## config.mk

```make
export PLATFORM = sky130hd
export DESIGN_NAME = imul_unit
export DESIGN_NICKNAME = d
export VERILOG_FILES = /design/src/rtl/imul_pkg.sv /design/src/rtl/imul_prep.sv /design/src/rtl/imul_core.sv /design/src/rtl/imul_finish.sv /design/src/rtl/imul_unit.sv
export SDC_FILE = /design/constraint.sdc
export NUM_CORES = 2
export LEC_CHECK = 0
export BUFFER_PORTS_ARGS = -buffer_cell sky130_fd_sc_hd__buf_2
export CORE_ASPECT_RATIO = 0.9
export CORE_UTILIZATION = 56
export CTS_BUF_LIST = sky130_fd_sc_hd__clkbuf_2
export CTS_CLUSTER_SIZE = 30
export DETAILED_ROUTE_END_ITERATION = 8
export PLACE_DENSITY = 0.76
export SYNTH_ARGS = -nofsm -noshare
export SYNTH_HDL_FRONTEND = slang
export SYNTH_SLANG_ARGS = --single-unit
export TNS_END_PERCENT = 10
```

## constraint.sdc

```tcl
create_clock -name clk -period 4.9 [get_ports clk]
set_clock_uncertainty 0.1 [all_clocks]
set_input_delay 0.49 -clock clk [delete_from_list [all_inputs] [get_ports clk]]
set_output_delay 0.49 -clock clk [all_outputs]
set_load 0.01 [all_outputs]
```

## src/rtl/imul_pkg.sv

```systemverilog
package imul_pkg;
  typedef enum logic [1:0] {
    SEL_LO_SS = 2'b00,
    SEL_HI_SS = 2'b01,
    SEL_HI_SU = 2'b10,
    SEL_HI_UU = 2'b11
  } sel_e;

  typedef enum logic [1:0] {
    ST_IDLE,
    ST_RUN,
    ST_DONE
  } state_e;
endpackage

```

## src/rtl/imul_prep.sv

```systemverilog
module imul_prep
  import imul_pkg::*;
#(
  parameter int XLEN = 64,
  parameter int WLEN = 32
) (
  input  logic [XLEN-1:0] a,
  input  logic [XLEN-1:0] b,
  input  sel_e            sel,
  input  logic            word,
  output logic [XLEN-1:0] mag_a,
  output logic [XLEN-1:0] mag_b,
  output logic            neg,
  output logic            hi
);
  localparam int EXT = XLEN - WLEN;

  logic [XLEN-1:0] a_ext, b_ext;
  logic            a_sgn, b_sgn, a_neg, b_neg;

  always_comb begin
    a_ext = word ? {{EXT{a[WLEN-1]}}, a[WLEN-1:0]} : a;
    b_ext = word ? {{EXT{b[WLEN-1]}}, b[WLEN-1:0]} : b;
    a_sgn = word || (sel != SEL_HI_UU);
    b_sgn = word || (sel == SEL_LO_SS) || (sel == SEL_HI_SS);
    a_neg = a_sgn && a_ext[XLEN-1];
    b_neg = b_sgn && b_ext[XLEN-1];
    mag_a = a_neg ? (~a_ext + XLEN'(1)) : a_ext;
    mag_b = b_neg ? (~b_ext + XLEN'(1)) : b_ext;
    neg   = a_neg ^ b_neg;
    hi    = !word && (sel != SEL_LO_SS);
  end
endmodule

```

## src/rtl/imul_core.sv

```systemverilog
module imul_core #(
  parameter int XLEN = 64
) (
  input  logic              clk,
  input  logic              rst_n,
  input  logic              load,
  input  logic              step,
  input  logic [XLEN-1:0]   mag_a,
  input  logic [XLEN-1:0]   mag_b,
  output logic [2*XLEN-1:0] acc
);
  localparam int PW = 2 * XLEN;

  logic [PW-1:0]   mcand_q, acc_q;
  logic [XLEN-1:0] mplier_q;

  always_ff @(posedge clk) begin
    if (!rst_n) begin
      mcand_q  <= '0;
      mplier_q <= '0;
      acc_q    <= '0;
    end else if (load) begin
      mcand_q  <= {{XLEN{1'b0}}, mag_a};
      mplier_q <= mag_b;
      acc_q    <= '0;
    end else if (step) begin
      acc_q    <= acc_q + (mplier_q[0] ? mcand_q : '0);
      mcand_q  <= {mcand_q[PW-2:0], 1'b0};
      mplier_q <= {1'b0, mplier_q[XLEN-1:1]};
    end
  end

  assign acc = acc_q;
endmodule

```

## src/rtl/imul_finish.sv

```systemverilog
module imul_finish #(
  parameter int XLEN = 64,
  parameter int WLEN = 32
) (
  input  logic [2*XLEN-1:0] acc,
  input  logic              neg,
  input  logic              hi,
  input  logic              word,
  output logic [XLEN-1:0]   data
);
  localparam int PW  = 2 * XLEN;
  localparam int EXT = XLEN - WLEN;

  logic [PW-1:0]   prod;
  logic [XLEN-1:0] half;

  always_comb begin
    prod = neg ? (~acc + PW'(1)) : acc;
    half = hi ? prod[PW-1:XLEN] : prod[XLEN-1:0];
    data = word ? {{EXT{prod[WLEN-1]}}, prod[WLEN-1:0]} : half;
  end
endmodule

```

## src/rtl/imul_unit.sv

```systemverilog
module imul_unit
  import imul_pkg::*;
#(
  parameter int XLEN = 64,
  parameter int WLEN = 32
) (
  input  logic            clk,
  input  logic            rst_n,
  input  logic            in_valid,
  output logic            in_ready,
  input  logic [2:0]      in_op,
  input  logic            in_word,
  input  logic [XLEN-1:0] in_a,
  input  logic [XLEN-1:0] in_b,
  output logic            out_valid,
  input  logic            out_ready,
  output logic [XLEN-1:0] out_data
);
  localparam int CW = $clog2(XLEN);

  state_e          state_q;
  logic [CW-1:0]   cnt_q;
  logic            neg_q, hi_q, word_q;
  logic            accept, step;
  logic [XLEN-1:0] mag_a, mag_b;
  logic            neg_d, hi_d;
  logic [2*XLEN-1:0] acc;
  sel_e            sel;
  logic            unused_op_hi;

  assign sel          = sel_e'(in_op[1:0]);
  assign unused_op_hi = in_op[2];
  assign in_ready     = (state_q == ST_IDLE);
  assign out_valid    = (state_q == ST_DONE);
  assign accept       = in_valid && in_ready;
  assign step         = (state_q == ST_RUN);

  imul_prep #(.XLEN(XLEN), .WLEN(WLEN)) u_prep (
    .a(in_a), .b(in_b), .sel(sel), .word(in_word),
    .mag_a(mag_a), .mag_b(mag_b), .neg(neg_d), .hi(hi_d)
  );

  imul_core #(.XLEN(XLEN)) u_core (
    .clk(clk), .rst_n(rst_n), .load(accept), .step(step),
    .mag_a(mag_a), .mag_b(mag_b), .acc(acc)
  );

  imul_finish #(.XLEN(XLEN), .WLEN(WLEN)) u_finish (
    .acc(acc), .neg(neg_q), .hi(hi_q), .word(word_q), .data(out_data)
  );

  always_ff @(posedge clk) begin
    if (!rst_n) begin
      state_q <= ST_IDLE;
      cnt_q   <= '0;
      neg_q   <= 1'b0;
      hi_q    <= 1'b0;
      word_q  <= 1'b0;
    end else begin
      unique case (state_q)
        ST_IDLE: if (accept) begin
          state_q <= ST_RUN;
          cnt_q   <= in_word ? CW'(WLEN - 1) : CW'(XLEN - 1);
          neg_q   <= neg_d;
          hi_q    <= hi_d;
          word_q  <= in_word;
        end
        ST_RUN: begin
          if (cnt_q == '0) state_q <= ST_DONE;
          else             cnt_q   <= cnt_q - CW'(1);
        end
        ST_DONE: if (out_ready) state_q <= ST_IDLE;
        default: state_q <= ST_IDLE;
      endcase
    end
  end
endmodule

```

# Word level (Yosys, flattened, before mapping)

Cells that the tools add are included.

Bits in registers: 331
Logic and storage cells: 65

Add/subtract/negate cells: 5
Equality and inequality tests: 8
Muxes and demuxes: 20
Bitwise logic cells: 5
Reduce and logical (&&, ||, !) cells: 18

Operators by type and width:

| kind                    | number |
|---|---|
| $mux 64                 | 10 |
| $mux 128                | 2 |
| $add 128x1->128 const B | 1 |
| $add 128x128->128       | 1 |
| $add 64x1->64 const B   | 2 |
| $not 128->128           | 1 |
| $not 64->64             | 2 |
| $mux 6                  | 3 |
| $pmux 6 s2              | 1 |
| $logic_not 6->1         | 1 |
| $mux 2                  | 3 |
| $ne 2x1->1 const B      | 3 |
| $pmux 2 s3              | 1 |
| $reduce_and 3->1        | 2 |
| $reduce_bool 2->1       | 3 |
| $sub 6x1->6 const B     | 1 |
| $eq 2x1->1 const B      | 2 |
| $logic_and 1x1->1       | 4 |
| $logic_not 2->1         | 2 |
| $ne 2x2->1 const B      | 2 |
| $logic_or 1x1->1        | 3 |
| $eq 2x2->1 const B      | 1 |
| $reduce_and 2->1        | 1 |
| $reduce_or 2->1         | 1 |
| other kinds (3)         | 3 |

# Longest topological paths before layout

Depth after elaboration: 6
Depth in mapped cells: 18
Gate-level depth less buffers: 16

# By module

Synthesis repeated with hierarchy kept, for this count alone.

Cell total of the unflattened synthesis: 4,321
Area, all modules: 31,256.2 sq um

By module, submodules not included:

| module      | instances | cells each | area an instance (sq um) | sequential area each (sq um) |
|---|---|---|---|---|
| imul_core   | 1         | 2,845      | 22,064.9                 | 6,406.1 |
| imul_finish | 1         | 774        | 4,762.1                  | 0.0 |
| imul_prep   | 1         | 637        | 3,872.5                  | 0.0 |
| imul_unit   | 1         | 65         | 556.8                    | 220.2 |

# Worst setup path before layout

Ideal clock, no wire load.

Kind: register -> register
Start point: reg u_core.mplier_q[0]
End point: reg u_core.acc_q[126] (netlist: u_core.acc[126])
Library setup time: 0.126 ns
Arrival time: 4.106 ns
Setup slack: 0.568 ns
Cell stages (with the launch flop): 19
Buffers on the path: 2
Clock period less this slack: 4.332 ns
Path through: dfxtp_1 clkbuf_1 clkbuf_1 and2_1 ha_1 fa_1 a21oi_1 o21ai_1 a21o_1 a21oi_1 o41ai_2 a21oi_1 o41ai_2 a21oi_1 o31ai_1 a311oi_1 o31ai_1 xnor2_1 o21ai_1

Cells in the longest elaborated chain, start to end: 2

Ends and longest elaborated chain:

| item                     | RTL line        | source |
|---|---|---|
| start: declaration       | imul_core.sv:15 | `logic [XLEN-1:0] mplier_q;` |
| start signal: assignment | imul_core.sv:24 | `mplier_q <= mag_b;` |
| start signal: assignment | imul_core.sv:29 | `mplier_q <= {1'b0, mplier_q[XLEN-1:1]};` |
| $mux 128                 | imul_core.sv:27 | `acc_q <= acc_q + (mplier_q[0] ? mcand_q : '0);` |
| $add 128x128->128        | imul_core.sv:27 |  |
| end signal: assignment   | imul_core.sv:27 |  |
| end: declaration         | imul_core.sv:14 | `logic [PW-1:0] mcand_q, acc_q;` |

No other way between the ends.
A chain may end at the register's enable or synchronous reset.

# Worst setup path in the final report

Start point: reg u_core.acc_q[12] (netlist: u_core.acc[12])
End point: out out_data[44]

Cells in the longest elaborated chain, start to end: 5

Ends and longest elaborated chain:

| item                | RTL line          | source |
|---|---|---|
| $not 128->128 (*)   | imul_finish.sv:18 | `prod = neg ? (~acc + PW'(1)) : acc;` |
| $add 128x1->128 (*) | imul_finish.sv:18 |  |
| $mux 128 (*)        | imul_finish.sv:18 |  |
| $mux 64             | imul_finish.sv:19 | `half = hi ? prod[PW-1:XLEN] : prod[XLEN-1:0];` |
| $mux 64 (*)         | imul_finish.sv:20 | `data = word ? {{EXT{prod[WLEN-1]}}, prod[WLEN-1:0]} : half;` |
| end: declaration    | imul_unit.sv:17   | `output logic [XLEN-1:0] out_data` |

Mark *: on every way between the ends. The rest lies on a longest branch, timed or not.

==> results.tsv <==
metric	value	unit
tightest_slew	1.078	ns
synth_top_cell_area_share	0.2319	
synthToLayoutAreaGrowth	20.58	%
status	finished, violations left	
drt_iter0_drc	3962	
pwr-share-seq	0.381	
antenna_found_initial	6	
stdcell_count	5260	
period_share	1.175	
die_x	240.1	um
post-route-drc-count	0	
grt.total_usage	0.4098	
hold_viol	0	
start_kind	flip-flop	
ios	202	
ir_worst_vdd	0.0001902	V
htreeDepth	3	
clock_latency	1.19	ns
rows	78	
overflow	0	
power_switching	3.094	mW
worstHoldStart	in_a[34]	
grt_pass1_wl	169400	um
crit_type	flip-flop to output port	
gp_congestion	1.026	
fillers	4474	
place_inst	4878	
synthMostInstantiatedCell	nand2_1	
clk_path_buf_depth	3	
die_area	51930	um^2
rsz0062_at_grt	true	
clk_pin_slew	0.11	ns
cp.arrival	5.17	ns
numPortBuffers	200	
path_cells	or4_4 > or2_4 > or3_4 > nor3_4 > nand3b_4 > nor2_4 > nand4_4 > or3_4 > or4_4 > o31ai_4 > xnor2_1 > a21oi_1 > o21ai_1 > buf_2	
grt_pass1_vias	30480	
core_area	50360	um^2
synth_area_leader_cell	dfxtp_1	
synth_area_leaders	dfxtp_1 23%, nand2_1 9.9%, a21oi_1 7.2%	
power_density	227.1	nW/um^2
cts_tree	built	
start_util	0.5673	
grt_max_degree	140	
cts_sinks	331	
synth-async-reset-ratio	0	
synth_commonest_cells	751 x nand2_1, 411 x a21oi_1, 331 x dfxtp_1, 243 x clkbuf_1, 240 x nor2_1	
place_area	30840	um^2
firstDrtPassIters	6	
swShare	0.3955	
period_needed	5.758	ns
startpoint	u_core.acc[12]	
finalSetupViolations	47	
ys_warn_count	0	
cpMaxStageDelayCell	or4_4	
slew-limit-headroom	0.2812	
drive_above_1_share	0.1462	
p_int	4.730	mW
synth-edff-count	0	
p_comb_frac	0.346	
r2r-start	u_core.mplier_q[0]	
final_nets	4774	
synth_cell_types	78	
cts-root-buf	clkbuf_2	
synth_cells	4094	
leakage	15.16	nW
cap_violations	0	
post-route-util	0.6841	
ant_nets	0	
vias_per_cell	6.350	
die_h	216.3	um
cts_inserted_buffers	88	
endpoint_kind	output port	
via_count	33400	
cpPeakStageDelay	0.55	ns
fmax	173.7	MHz
finalHoldWorstSlack	0.08507	ns
worst_slack	-0.8584	ns
postSynthAreaPerCell	6.978	um^2
wl	108800	um
netlist_area	28570	um^2
fin_area	34450	um^2
ys_ff_latch	331	
required	4.31	ns
hpwl	76520	um
wl_per_cell	20.68	um
p_clk_frac	0.273	
hp-class	input port to flip-flop	
cp_max_fo	5	
violations	setup timing	
seq_area_frac_synth	0.2319	
synthFlopType	dfxtp_1	
syn_nets	4363	
final_max_slew_viol_count	0	
-- state kept, by name, summed over array words and instances, names as in the netlist --
register,count
state_q,2
cnt_q,6
neg_q,1
u_core.mcand_q,128
hi_q,1
u_core.mplier_q,64
word_q,1
u_core.acc,128
-- layout by cell type, fill, tap and decap left out, drive strengths merged, types with 59 or more instances in the layout --
master,n
a21o,66
a21oi,411
and2,184
buf,385
clkbuf,122
dfxtp,331
dlygate4sd3,205
ha,132
inv,78
nand2,751
nand3,125
nand4,65
nor2,242
nor3,113
o211a,65
o21ai,266
o22ai,59
xnor2,168
xor2,147
-- power by group through the flow --
stage | registers [mW] | logic [mW] | clock network [mW]
5_1_grt | 3.00 | 2.88 | 2.30
3_5_place_dp | 3.03 | 2.20 | 0
4_1_cts | 2.97 | 2.56 | 2.15
2_1_floorplan | 2.97 | 1.49 | 0
3_3_place_gp | 3.02 | 2.18 | 0
6_report | 2.98 | 2.71 | 2.13
-- layout make-up --
class | instances | area, um^2 | area share
Multi-Input combinational cell | 3417 | 21280 | 0.6177
Sequential cell | 331 | 6638 | 0.1927
Timing Repair Buffer | 590 | 4541 | 0.1318
Tap cell | 680 | 850.8 | 0.02470
Clock buffer | 122 | 610.6 | 0.01772
Inverter | 77 | 289.0 | 0.008390
Clock inverter | 33 | 217.7 | 0.006320
Antenna cell | 10 | 25.02 | 0.0007264
-- cells by family after synthesis --
logic type,after synthesis,share of synthesized area
AND/OR/NAND/NOR,1734,0.2887
multiplexers,48,0.01682
XOR/XNOR,315,0.09657
adder cells (fa/ha/maj),133,0.05851
buffers and inverters,346,0.04550
AO/OA/AOI/OAI,1187,0.2619
flip-flops,331,0.2319
-- worst max-delay path: cells and delay by family (launching register included) --
kind	cells	cell delay, ns
simple gates	9	2.83
compound gates	3	0.54
flops	1	0.33
buf+inv	1	0.17
xor+xnor	1	0.14
-- layer usage --
| metal | routed length, um | vias up | GRT usage |
|---|---|---|---|
| met4 | 3551 | 0 | 0.1329 |
| met5 | 0 | - | 0 |
| li1 | - | 15510 | - |
| met2 | 46050 | 1894 | 0.6039 |
| met3 | 12220 | 328 | 0.1060 |
| met1 | 46930 | 15670 | 0.5770 |
-- stage by stage --
stage          worst slack (ns)  TNS [ns]  power, mW
6_report                -0.8584    -17.58      7.824
5_1_grt                 -0.9844    -24.22      8.173
4_1_cts                 -0.8708    -17.28      7.680
3_5_place_dp             0.1210         0      5.228
3_3_place_gp             0.1521         0      5.200
2_1_floorplan            0.5682         0      4.453
-- path summary, 6_finish.rpt --
path,to,slack [ns],cells past startpoint
hold / removal,u_core.mcand_q[42],0.09,7
setup / recovery,out_data[44],-0.86,14
hold reg to reg,u_core.mcand_q[92],0.35,2
setup reg to reg,u_core.acc[114],0.15,21
-- timing repair --
item | in CTS | in global routing
setup endpoints to repair | 59 | 84
setup buffers | 12 | 0
pin swaps | 27 | 14
hold buffers | 205 | 0
hold endpoints to repair | 146 | 0
resized for setup | 108 | 38
No activity file was read; power rests on OpenSTA's default activity.
